[src/rtl/mlog_pkg.sv]
package mlog_pkg;
    typedef enum logic {
        OP_MUL = 1'b0,
        OP_DIV = 1'b1
    } mlog_op_e;
endpackage

[src/rtl/mlog_lod.sv]
module mlog_lod #(
    parameter int W  = 8,
    localparam int KW = $clog2(W),
    localparam int FW = W - 1
) (
    input  logic [W-1:0]  val_i,
    output logic [KW-1:0] k_o,
    output logic [FW-1:0] frac_o,
    output logic          zero_o
);
    logic [W-1:0] aligned;

    always_comb begin
        k_o = '0;
        for (int i = 0; i < W; i++) begin
            if (val_i[i]) k_o = KW'(i);
        end
    end

    // shift the leading one up to the top bit; the bits beneath it are the fraction
    assign aligned = val_i << (KW'(FW) - k_o);
    assign frac_o  = aligned[FW-1:0];
    assign zero_o  = (val_i == '0);
endmodule

[src/rtl/mlog_antilog.sv]
module mlog_antilog #(
    parameter int W  = 8,
    localparam int KW = $clog2(W),
    localparam int FW = W - 1,
    localparam int PW = 2 * W
) (
    input  logic [W-1:0]  mant_i,
    input  logic [KW:0]   exp_up_i,
    input  logic [KW:0]   sh_down_i,
    input  logic          is_div_i,
    output logic [PW-1:0] res_o
);
    logic [PW+FW-1:0] wide;
    logic [W-1:0]     quo;

    assign wide = (PW+FW)'(mant_i) << exp_up_i;
    assign quo  = mant_i >> sh_down_i;

    always_comb begin
        if (is_div_i) res_o = {{W{1'b0}}, quo};
        else          res_o = wide[FW +: PW];
    end
endmodule

[src/rtl/mlog_muldiv.sv]
module mlog_muldiv
    import mlog_pkg::*;
#(
    parameter int W  = 8,
    localparam int KW = $clog2(W),
    localparam int FW = W - 1,
    localparam int PW = 2 * W
) (
    input  logic          clk_i,
    input  logic          rst_ni,
    input  logic          req_vld_i,
    input  logic          op_i,
    input  logic [W-1:0]  a_i,
    input  logic [W-1:0]  b_i,
    output logic          res_vld_o,
    output logic [PW-1:0] res_o,
    output logic          err_o
);
    mlog_op_e      op;
    logic [KW-1:0] ka, kb;
    logic [FW-1:0] fa, fb;
    logic          za, zb;
    logic [FW:0]   fsum, fdif;
    logic          cy, bw;
    logic [W-1:0]  mant;
    logic [KW:0]   exp_up, sh_down;
    logic [PW-1:0] shifted;
    logic [PW-1:0] res_d;
    logic          err_d;

    assign op = mlog_op_e'(op_i);

    mlog_lod #(.W(W)) lod_a_i (.val_i(a_i), .k_o(ka), .frac_o(fa), .zero_o(za));
    mlog_lod #(.W(W)) lod_b_i (.val_i(b_i), .k_o(kb), .frac_o(fb), .zero_o(zb));

    // fraction add / subtract; the carry or borrow steers the mantissa and exponent
    assign fsum = {1'b0, fa} + {1'b0, fb};
    assign fdif = {1'b0, fa} - {1'b0, fb};
    assign cy   = fsum[FW];
    assign bw   = fdif[FW];

    always_comb begin
        if (op == OP_DIV) mant = {1'b1, fdif[FW-1:0]};
        else              mant = {1'b1, fsum[FW-1:0]};
    end

    assign exp_up  = (KW+1)'(ka) + (KW+1)'(kb) + (KW+1)'(cy);
    assign sh_down = (KW+1)'(FW) - (KW+1)'(ka) + (KW+1)'(kb) + (KW+1)'(bw);

    mlog_antilog #(.W(W)) alog_i (
        .mant_i   (mant),
        .exp_up_i (exp_up),
        .sh_down_i(sh_down),
        .is_div_i (op == OP_DIV),
        .res_o    (shifted)
    );

    always_comb begin
        res_d = shifted;
        err_d = 1'b0;
        unique case (op)
            OP_MUL: if (za || zb) res_d = '0;
            OP_DIV: begin
                if (zb) begin
                    res_d = {{W{1'b0}}, {W{1'b1}}};
                    err_d = 1'b1;
                end else if (za) begin
                    res_d = '0;
                end
            end
            default: res_d = shifted;
        endcase
    end

    always_ff @(posedge clk_i or negedge rst_ni) begin
        if (!rst_ni) begin
            res_vld_o <= 1'b0;
            res_o     <= '0;
            err_o     <= 1'b0;
        end else begin
            res_vld_o <= req_vld_i;
            err_o     <= req_vld_i && err_d;
            if (req_vld_i) res_o <= res_d;
        end
    end

    p_valid_follows_r1: assert property (@(posedge clk_i) disable iff (!rst_ni)
        req_vld_i |=> res_vld_o);
    p_no_spurious_valid_r1: assert property (@(posedge clk_i) disable iff (!rst_ni)
        !req_vld_i |=> !res_vld_o);
    p_pow2_exact_r3: assert property (@(posedge clk_i) disable iff (!rst_ni)
        (req_vld_i && op_i == 1'b0 && $onehot(a_i) && $onehot(b_i))
        |=> res_o == $past(PW'(a_i) * PW'(b_i)));
    p_mul_zero_r4: assert property (@(posedge clk_i) disable iff (!rst_ni)
        (req_vld_i && op_i == 1'b0 && (a_i == '0 || b_i == '0))
        |=> (res_o == '0 && !err_o));
    p_div_self_r6: assert property (@(posedge clk_i) disable iff (!rst_ni)
        (req_vld_i && op_i == 1'b1 && a_i == b_i && a_i != '0)
        |=> res_o == PW'(1));
    p_div_zero_r7: assert property (@(posedge clk_i) disable iff (!rst_ni)
        (req_vld_i && op_i == 1'b1 && b_i == '0)
        |=> (err_o && res_o == {{W{1'b0}}, {W{1'b1}}}));
    p_err_with_valid_r7: assert property (@(posedge clk_i) disable iff (!rst_ni)
        err_o |-> res_vld_o);
    p_hold_r9: assert property (@(posedge clk_i) disable iff (!rst_ni)
        !req_vld_i |=> $stable(res_o));
endmodule

[config.mk]
export PLATFORM = sky130hd
export DESIGN_NAME = mlog_muldiv
export DESIGN_NICKNAME = d
export VERILOG_FILES = /design/src/rtl/mlog_pkg.sv /design/src/rtl/mlog_lod.sv /design/src/rtl/mlog_antilog.sv /design/src/rtl/mlog_muldiv.sv
export SDC_FILE = /design/constraint.sdc
export NUM_CORES = 1
export LEC_CHECK = 0
export BUFFER_PORTS_ARGS = -buffer_cell sky130_fd_sc_hd__buf_2
export CORE_MARGIN = 8
export CORE_UTILIZATION = 43
export CTS_CLUSTER_SIZE = 16
export DETAILED_ROUTE_END_ITERATION = 7
export GPL_TIMING_DRIVEN = 1
export SLEW_MARGIN = 25
export SYNTH_ARGS = -nofsm -noshare
export SYNTH_HDL_FRONTEND = slang
export SYNTH_SLANG_ARGS = --single-unit
[constraint.sdc]
create_clock -name clk_i -period 1.7 [get_ports clk_i]
set_input_delay 0.255 -clock clk_i [delete_from_list [all_inputs] [get_ports clk_i]]
set_output_delay 0.255 -clock clk_i [all_outputs]
set_load 0.03 [all_outputs]
; After elaboration in Yosys (flattened, before gate mapping)
; Index checks and enable logic that the tools add are counted.
[op_classes]
magnitude_cmp = 0
n_mul = 0
n_shift = 4
eq_ne = 0
n_mux = 22
addsub = 9
div = 0
n_reduce_logical = 4
n_bitwise = 1
[op_table]
columns = operator, n
row1 = 2-to-1 mux 16 bit, 4
row2 = one-hot mux 16 bit (2 select lines), 1
row3 = 2-to-1 mux 3 bit, 8
row4 = << shifter 8 x 4 -> 23 bit, 1
row5 = zero test 8 bit, 2
row6 = << shifter 8 x 3 -> 7 bit, 2
row7 = adder 4 x 1 -> 4 bit, 2
row8 = adder 7 x 7 -> 8 bit, 1
row9 = 2-to-1 mux 2 bit, 4
row10 = >> shifter 8 x 4 -> 8 bit, 1
row11 = subtractor 7 x 7 -> 8 bit, 1
row12 = 2-to-1 mux 7 bit, 1
row13 = "subtractor 3 bit, first input constant", 2
row14 = adder 3 x 3 -> 4 bit, 1
row15 = adder 4 x 3 -> 4 bit, 1
row16 = 2-to-1 mux 1 bit, 4
row17 = "subtractor 3 x 3 -> 4 bit, first input constant", 1
row18 = logical AND 1 bit, 1
row19 = logical OR 1 bit, 1
row20 = inverter 1 bit, 1
[word_totals]
reg_bits = 18
latch_bits = 0
in_bits = 20
n_memories = 0
mem_bits_rw = 0
rom_bits = 0
out_inout_bits = 18
wordCells = 43

; Logic depth before layout (Yosys ltp)
; Gate-level depths: netlist of the first run.
[depth]
ltp_word = 16
mapped_depth = 25
depth_no_buf = 24

; Cells and area by module
; Synthesis of the first run repeated with hierarchy kept, for this count alone.
[hier_totals]
hier_cells = 344
area_unflattened_um2 = 2851.5
[modules_own_cells]
columns = module, area_per_inst_um2, cells_per_inst, seq_area_each_um2, instances
row1 = mlog_muldiv, 1425.1, 136, 450.4, 1
row2 = mlog_antilog, 755.7, 94, 0.0, 1
row3 = mlog_lod, 335.3, 57, 0.0, 2

; Worst setup path after synthesis of the first run
; No wires, ideal clock.
[synth_timing]
path_type = input -> register
startpoint = input a_i[3]
endpoint = register res_o[6]
setup_time_ps = 126
t_arrival_ps = 4548
n_path_buf = 3
path_stages = 22
setup_slack_ps = -2974
required_time_ps = 1574
path_cell_list = nor2_1 > o31ai_1 > inv_1 > nand2_1 > o22ai_1 > and2_1 > ha_1 > buf_6 > or3b_1 > a31oi_1 > o21ai_1 > nand2b_1 > a21o_1 > a21o_1 > ha_1 > nor2_1 > fa_1 > clkbuf_1 > clkbuf_1 > o32ai_1 > a311oi_1 > nor2_1
[synth_via]
elab_chain_cells = 14
elab_cells_between_ends = 24
cone_classes = add/sub: 8 / shift: 3 / mux: 11 / reduce/logical: 2
[synth_lines]
columns = item, line_no
row1 = from (decl), mlog_muldiv.sv:13  ; input logic [W-1:0] a_i,
row2 = 2-to-1 mux 2 bit, mlog_lod.sv:16  ; if (val_i[i]) k_o = KW'(i);
row3 = 2-to-1 mux 3 bit (4 in series), mlog_lod.sv:16
row4 = subtractor 3 bit, mlog_lod.sv:21  ; assign aligned = val_i << (KW'(FW) - k_o);
row5 = << shifter 8 x 3 -> 7 bit, mlog_lod.sv:21
row6 = adder 7 x 7 -> 8 bit / subtractor 7 x 7 -> 8 bit (equally long branches), "mlog_muldiv.sv:37, mlog_muldiv.sv:38"
row7 = "adder 4 x 1 -> 4 bit, or another cell as far along", mlog_muldiv.sv:47  ; assign exp_up = (KW+1)'(ka) + (KW+1)'(kb) + (KW+1)'(cy);
row8 = << shifter 8 x 4 -> 23 bit / >> shifter 8 x 4 -> 8 bit (equally long branches), "mlog_antilog.sv:16, mlog_antilog.sv:17"
row9 = 2-to-1 mux 16 bit, mlog_antilog.sv:20  ; if (is_div_i) res_o = {{W{1'b0}}, quo};
row10 = 2-to-1 mux 16 bit, mlog_muldiv.sv:67  ; end else if (za) begin
row11 = 2-to-1 mux 16 bit, mlog_muldiv.sv:64  ; if (zb) begin
row12 = one-hot mux 16 bit (2 select lines) *, mlog_muldiv.sv:61  ; unique case (op)
row13 = to (signal assigned), mlog_muldiv.sv:83  ; if (req_vld_i) res_o <= res_d;
row14 = to (decl), mlog_muldiv.sv:16  ; output logic [PW-1:0] res_o,
; Every way passes the cells marked *; elsewhere a longest branch is shown, timed or not.
; A chain may end at the register's enable or synchronous reset.

; Final worst setup path of the first run
[layout_timing]
startpoint = input a_i[2]
endpoint = register res_o[6]
[layout_via]
elab_chain_cells = 15
elab_cells_between_ends = 25
cone_classes = add/sub: 8 / shift: 3 / mux: 12 / reduce/logical: 2
[layout_lines]
columns = item, line_no
row1 = 2-to-1 mux 2 bit (2 in series), mlog_lod.sv:16
row2 = 2-to-1 mux 3 bit (4 in series), mlog_lod.sv:16
row3 = subtractor 3 bit, mlog_lod.sv:21
row4 = << shifter 8 x 3 -> 7 bit, mlog_lod.sv:21
row5 = adder 7 x 7 -> 8 bit / subtractor 7 x 7 -> 8 bit (equally long branches), "mlog_muldiv.sv:37, mlog_muldiv.sv:38"
row6 = "adder 4 x 1 -> 4 bit, or another cell as far along", mlog_muldiv.sv:47
row7 = << shifter 8 x 4 -> 23 bit / >> shifter 8 x 4 -> 8 bit (equally long branches), "mlog_antilog.sv:16, mlog_antilog.sv:17"
row8 = 2-to-1 mux 16 bit, mlog_antilog.sv:20
row9 = 2-to-1 mux 16 bit, mlog_muldiv.sv:67
row10 = 2-to-1 mux 16 bit, mlog_muldiv.sv:64
row11 = one-hot mux 16 bit (2 select lines) *, mlog_muldiv.sv:61
; Marked as above.

==> results of run 1 <==
==> final cells by class <==
class,instances,area [um^2]
timing repair buffer,196,1490
sequential,18,450
multi-input combinational,298,2650
inverter,29,109
clock buffer,4,55.1
fill,437,1460
tap,77,96.3
==> path summary, 6_finish.rpt <==
kind / from / end / slack [ns] / cells after the start
max: a_i[2] / res_o[6]$_DFFE_PN0P_ / -2.60 / 22
min: req_vld_i / res_vld_o$_DFF_PN0_ / 0.35 / 2
max reg2reg: res_o[4]$_DFFE_PN0P_ / res_o[4]$_DFFE_PN0P_ / 0.82 / 4
min reg2reg: res_o[10]$_DFFE_PN0P_ / res_o[10]$_DFFE_PN0P_ / 0.48 / 1
max in group asynchronous: rst_ni / res_o[8]$_DFFE_PN0P_ / 0.94 / 2
min in group asynchronous: rst_ni / res_o[11]$_DFFE_PN0P_ / 0.46 / 2
==> repair_timing <==
item,in CTS,in global routing
cloned,2,0
setup buffers,6,8
resized for setup,48,52
pin swaps,31,31
endpoints found under the setup margin,17,17
hold buffers,1,0
hold endpoints to repair,18,0
==> per-layer routing <==
| layer | wire length [um] | global-route usage [%] | vias to the layer above |
|---|---|---|---|
| met3 | 693 | 3.09 | 42 |
| met1 | 5060 | 31.8 | 1744 |
| met4 | 267 | 5.30 | 0 |
| li1 | - | - | 1712 |
| met2 | 5310 | 38.5 | 163 |
| met5 | 0 | 0 | - |
==> kinds of logic (layout without fill, tap and decap cells) <==
family	after synthesis	in the layout
AOI/OAI and AO/OA	123	123
xor gates and xnor gates	7	7
adders and majority gates	25	25
buffers and inverters	47	229
DFF	18	18
muxes	17	17
and+or+nand+nor	126	126
==> per-stage QoR <==
step           instance area [um^2]  power (mW)  setup TNS [ns]  utilization, %
6_report                       4850        4.41          -38.35            76.8
5_1_grt                        4850        4.64          -40.82            76.8
4_1_cts                        4550        4.01          -36.07            72.1
3_5_place_dp                   4180        3.35          -43.15            66.2
3_3_place_gp                   4180        3.31          -41.74            66.2
2_1_floorplan                  2930        2.20          -38.10               -
==> layout by cell type (no fill, tap or decap), types with 5 or more instances in the layout <==
cell	n
buf_4	140
nor2_1	38
buf_2	34
inv_1	25
a21oi_1	21
nand2_1	19
buf_6	19
dfrtp_1	18
ha_1	16
o21ai_0	13
o211ai_1	8
a21o_1	6
nor2_4	6
mux2i_1	6
nand2_2	6
nand3_1	6
o22ai_1	5
nand4_1	5
o21ai_2	5
==> registers in the layout, summed over array words and instances (netlist names) <==
signal / count
err_o: 1
res_vld_o: 1
res_o: 16
==> worst reg2reg max path: stages (launching register included) <==
cell      delay (ns)
dfrtp_1         0.41
nor2_1          0.13
nor2_1          0.05
o21ai_1         0.07
o211ai_1        0.09
==> report_power, final <==
group          internal (mW)  switching (mW)  leakage, nW
Sequential             0.521          0.0584        0.229
Combinational           1.59            1.88         2.02
Clock                  0.206           0.158       0.0288
Total                   2.32            2.10         2.28
==> metrics.txt, run 1 <==
period utilization 253%; Max Fanout on Critical Path 6; total grt overflow 0; slowest CP cell fa_2; largest family of logic cells by synthesized area compound AO/OA/AOI/OAI gates; crit path time final 4.30 ns; Leak 2.28 nW; Ports 38; post-synthesis area per instance 7.66 um^2; post-synthesis xor/xnor area fraction 2.20%; WL final 11300 um; GPL Wtd Cong 0.953; Inst Count DP 601; clock-pin slew on the worst setup and hold paths 0.07 ns; worst path required time 1.84 ns; worst-case clock buffer depth 2; final setup margin -2.60 ns; largest net degree at the start of global routing 19; number of flops mapped to enable cells by yosys 0; DR WL/cell 18.2 um; worst slack, placed -2.79 ns; Cells after Synth 363; GRT Total Usage 23.4%; share of the synthesized area in the top cell type 16.2%; cell with the most instances after synthesis nor2_1; FP Rows 29; via count 3661; outcome finished, violations left; Yosys warnings 0; CTS Sinks 18; Antenna Cells 0; maximum vdd drop 765 uV; violated checks setup timing; mux contribution to synthesized area 7.24%; 1st-pass router iterations 5; Die H 96.4 um; root buffer cell clkbuf_8; Async SR Flop Fraction 100%; antenna viol nets, final 0; Port-buffer cells 37; slew margin rel. 58.0%; fraction of layout instances using a drive strength above 1 53.0%; CP Capture Type register; Post-Syn Area 2780 um^2; Crit Path Class in -> reg; Syn Nets 408; clk_skew 0 ns; worst min path class in -> reg; Yosys reg bits 18; max incr delay on CP 0.66 ns; PD cells 910 nW/um^2; worst-path cell chain buf_6 > nand2b_4 > a221oi_4 > nor2_4 > mux2i_2 > o22ai_2 > and2_4 > ha_4 > or3b_4 > a31oi_1 > o21ai_1 > nand2b_1 > a21o_1 > a21o_1 > ha_4 > nor2_4 > fa_2 > nor2_4 > a221oi_4 > o21ai_2 > a311oi_2 > nor2_1; Max Clock Freq 233 MHz; via/cell ratio 5.89; Max Slew Vio Count 0; crit-path most repeated cell nor2_4; DRC Markers 0; CTS tree built; CP Buf/Inv Count 1; CP Launch Type input pin; post-route insts no fill 622; Commonest cells post-synth 48 x nor2_1, 27 x inv_1, 26 x a21oi_1, 26 x nand2_1; die area 9300 um^2; nets 591; final hold violations 0; adder-cell area share of the yosys netlist 12.6%; H-tree depth 1; DP HPWL 8140 um; first-pass GRT wire length 17500 um; predominant post-synthesis flop cell dfrtp_1; max cap viols 0; Clk Latency, worst-skew pair 0.26 ns; final setup violation count 16; vias in the first global route 3546; Seq/Total Area, Yosys 16.2%; overall die width 96.4 um; area delta synth->final 74.4%; Yosys top cell by area dfrtp_1; worst slew pin tran 0.629 ns; initial antenna violation count 0; post-synthesis simple-gate area fraction 23.3%; distinct cell type count after synthesis 68; First DRT Iteration DRCs 210; Top Family by Delay on Critical Path compound AO/OA/AOI/OAI gates; core area 6310 um^2; most area-consuming cells after synthesis dfrtp_1 16%, ha_1 9.0%, nor2_1 6.5%; Initial Util 44.1%; data arrival time of the critical path 4.44 ns; CTS buffer count 3; unrepaired setup endpoints after global routing true; post-synthesis compound-gate area fraction 31.4%; WHS 0.350 ns
(Power assumes the default switching activity.)
==> run 2: changes to the inputs <==
- GPL_ROUTABILITY_DRIVEN: unset -> 0
- SYNTH_HIERARCHICAL: unset -> 1
==> metrics.txt, run 2 <==
Port-buffer cells 37 (unchanged); violated checks setup timing; vias in the first global route 3302 (-6.9%); post-synthesis area per instance 8.29 um^2 (+8.2%); Initial Util 44.7% (+0.60 points); worst min path class in -> reg; unrepaired setup endpoints after global routing true; outcome finished, violations left; die area 9490 um^2 (+2.1%); most common cell after layout, fill and taps aside buf_4; Post-Syn Area 2850 um^2 (+2.5%); Largest Register res_o; Clk Latency, worst-skew pair 0.25 ns (about the same); final hold violations 0 (unchanged); worst-case clock buffer depth 2 (unchanged); antenna viol nets, final 0 (unchanged); Placed Area 4020 um^2 (-4.0%); CTS buffer count 3 (unchanged); nets 548 (-7.3%); period utilization 255% (+2.1 points); WHS 0.138 ns (-0.212 ns); most area-consuming cells after synthesis dfrtp_1 16%, ha_1 7.9%, mux4_2 4.7%; GRT Total Usage 18.8% (-4.5 points); DP HPWL 7130 um (-12%); CP Capture Type register; Syn Nets 388 (-4.9%); worst r2r src res_o[2]$_DFFE_PN0P_; Leak 2.23 nW (-1.9%); Yosys top cell by area dfrtp_1; worst r2r path cells 1 (-3); Max Fanout on Critical Path 5 (-1); Seq/Total Area, Yosys 15.8% (-0.40 points); via/cell ratio 5.68 (-3.5%); worst slew pin tran 0.640 ns (+0.0107 ns); CP Launch Type input pin; data arrival time of the critical path 4.47 ns (+0.03 ns); Async SR Flop Fraction 100% (unchanged); Crit Path Class in -> reg; final setup margin -2.64 ns (-0.0359 ns); Hold EP res_vld_o$_DFF_PN0_; predominant post-synthesis flop cell dfrtp_1; Yosys warnings 6 (+6); share of the synthesized area in the top cell type 15.8% (-0.40 points); Filler cells 448 (+2.5%); worst path required time 1.84 ns (about the same); post-route design area 4810 um^2 (-0.83%); Total Neg Setup Slack -38.80 ns (-0.451 ns); Crit Reg-Reg Endpoint res_o[2]$_DFFE_PN0P_; via count 3293 (-10%); max cap viols 0 (unchanged); max reg flops 16 (unchanged); H-tree depth 1 (unchanged); PD cells 974 nW/um^2 (+7.1%); final setup violation count 16 (unchanged); worst slack, placed -3.27 ns (-0.482 ns); Cells after Synth 344 (-5.2%); Max Clock Freq 231 MHz (-0.83%); r2r setup slk 0.84 ns (+0.02 ns); 1st-pass router iterations 4 (-1); Commonest cells post-synth 31 x nor2_1, 29 x inv_1, 22 x nand2_1; Die H 97.4 um (+1.0%); Ports 38 (unchanged); Yosys reg bits 18 (unchanged); core area 6390 um^2 (+1.1%); Hold Crit Start req_vld_i; leading registers by flop count res_o x16, err_o x1, res_vld_o x1; clk_skew 0 ns (unchanged); largest net degree at the start of global routing 19 (unchanged); distinct cell type count after synthesis 66 (-2.9%); Antenna Cells 0 (unchanged); area delta synth->final 68.7%; overall die width 97.4 um (+1.0%); DRC Markers 0 (unchanged); FP Rows 29 (unchanged); first-pass GRT wire length 15500 um (-11%); Max Slew Vio Count 0 (unchanged); fraction of layout instances using a drive strength above 1 56.9% (+3.8 points); total grt overflow 0 (unchanged); clock-pin slew on the worst setup and hold paths 0.07 ns (about the same); initial antenna violation count 0 (unchanged); slew margin rel. 57.2% (-0.86 points); maximum vdd drop 1140 uV (+48%); First DRT Iteration DRCs 164 (-22%); CTS Sinks 18 (unchanged); CTS tree built; crit path time final 4.34 ns (+0.0359 ns); DR WL/cell 16.8 um (-8.1%); WHS Path Cells 1 (-1); root buffer cell clkbuf_8; WL final 9720 um (-14%); number of flops mapped to enable cells by yosys 0 (unchanged); cell with the most instances after synthesis nor2_1; most frequent cells in the layout 127 x buf_4, 29 x buf_2, 25 x inv_1
[run 2: worst max-delay path, cell delays in order]
cell,delay [ns]
buf_6,0.09
nor3b_4,0.13
or4_4,0.50
a31oi_4,0.21
nor2_4,0.06
ha_4,0.32
inv_4,0.04
a221oi_4,0.30
nor2_2,0.08
o21bai_4,0.12
a221oi_2,0.08
fa_2,0.36
fa_2,0.68
mux2_4,0.35
a21oi_4,0.17
mux2i_1,0.11
a221o_1,0.31
a221o_1,0.29
[run 2: logic make-up after synthesis]
logic type / count (synthesis) / share of synthesized area (%)
AND/OR/NAND/NOR: 114 / 22.3
AO/OA/AOI/OAI: 100 / 26.3
adder cells (fa/ha/maj): 24 / 12.1
buffers and inverters: 55 / 9.57
flip-flops: 18 / 15.8
other: 1 / 0.132
multiplexers: 25 / 11.7
XOR/XNOR: 7 / 2.15
[run 2: what timing repair did]
action                                  in CTS  in global routing
hold buffers                                 1                  0
endpoints found under the hold margin       18                  0
setup buffers                               10                 12
resized for setup                           63                 59
endpoints found under the setup margin      17                 17
pin swaps                                   32                 44
[run 2: routing by layer]
metal | up-vias | GRT usage, % | share of wire, %
met5 | - | 0 | 0
met4 | 0 | 4.90 | 2.0
met3 | 14 | 1.99 | 4.3
met2 | 111 | 34.8 | 53
met1 | 1581 | 22.3 | 40
li1 | 1587 | - | -
[run 2: final cells by class]
type	count	area (um^2)	area share, %
multi-input cells	271	2720	56.4
repair buffers	177	1370	28.4
flip-flops and latches	18	450	9.36
inverters	33	126	2.63
well taps	77	96.3	2.00
clock buffers	4	55.1	1.14
[run 2: report_power, final]
part | switching (mW) | leakage, nW | total (mW) | internal (mW)
logic | 1.83 | 1.97 | 3.75 | 1.92
registers | 0.0569 | 0.240 | 0.593 | 0.536
clock network | 0.138 | 0.0288 | 0.344 | 0.206
total | 2.02 | 2.23 | 4.69 | 2.66
[run 2: worst max-delay path by stage]
stage	to	startpoint	slack, ns
after floorplan	res_o[1]$_DFFE_PN0P_	a_i[1]	-2.61
after global placement	res_o[4]$_DFFE_PN0P_	b_i[3]	-3.25
after detailed placement	res_o[4]$_DFFE_PN0P_	b_i[3]	-3.27
after CTS	res_o[1]$_DFFE_PN0P_	a_i[1]	-2.69
after global routing	res_o[1]$_DFFE_PN0P_	b_i[7]	-2.72
final	res_o[1]$_DFFE_PN0P_	a_i[1]	-2.64
[run 2: stage by stage]
step | util [%] | cells | power, mW
after detailed placement | 62.9 | 556 | 3.52
after global routing | 75.3 | 580 | 4.97
after floorplan | - | 344 | 2.48
final | 75.3 | 580 | 4.69
after global placement | 62.9 | 556 | 3.48
after CTS | 70.0 | 571 | 4.23
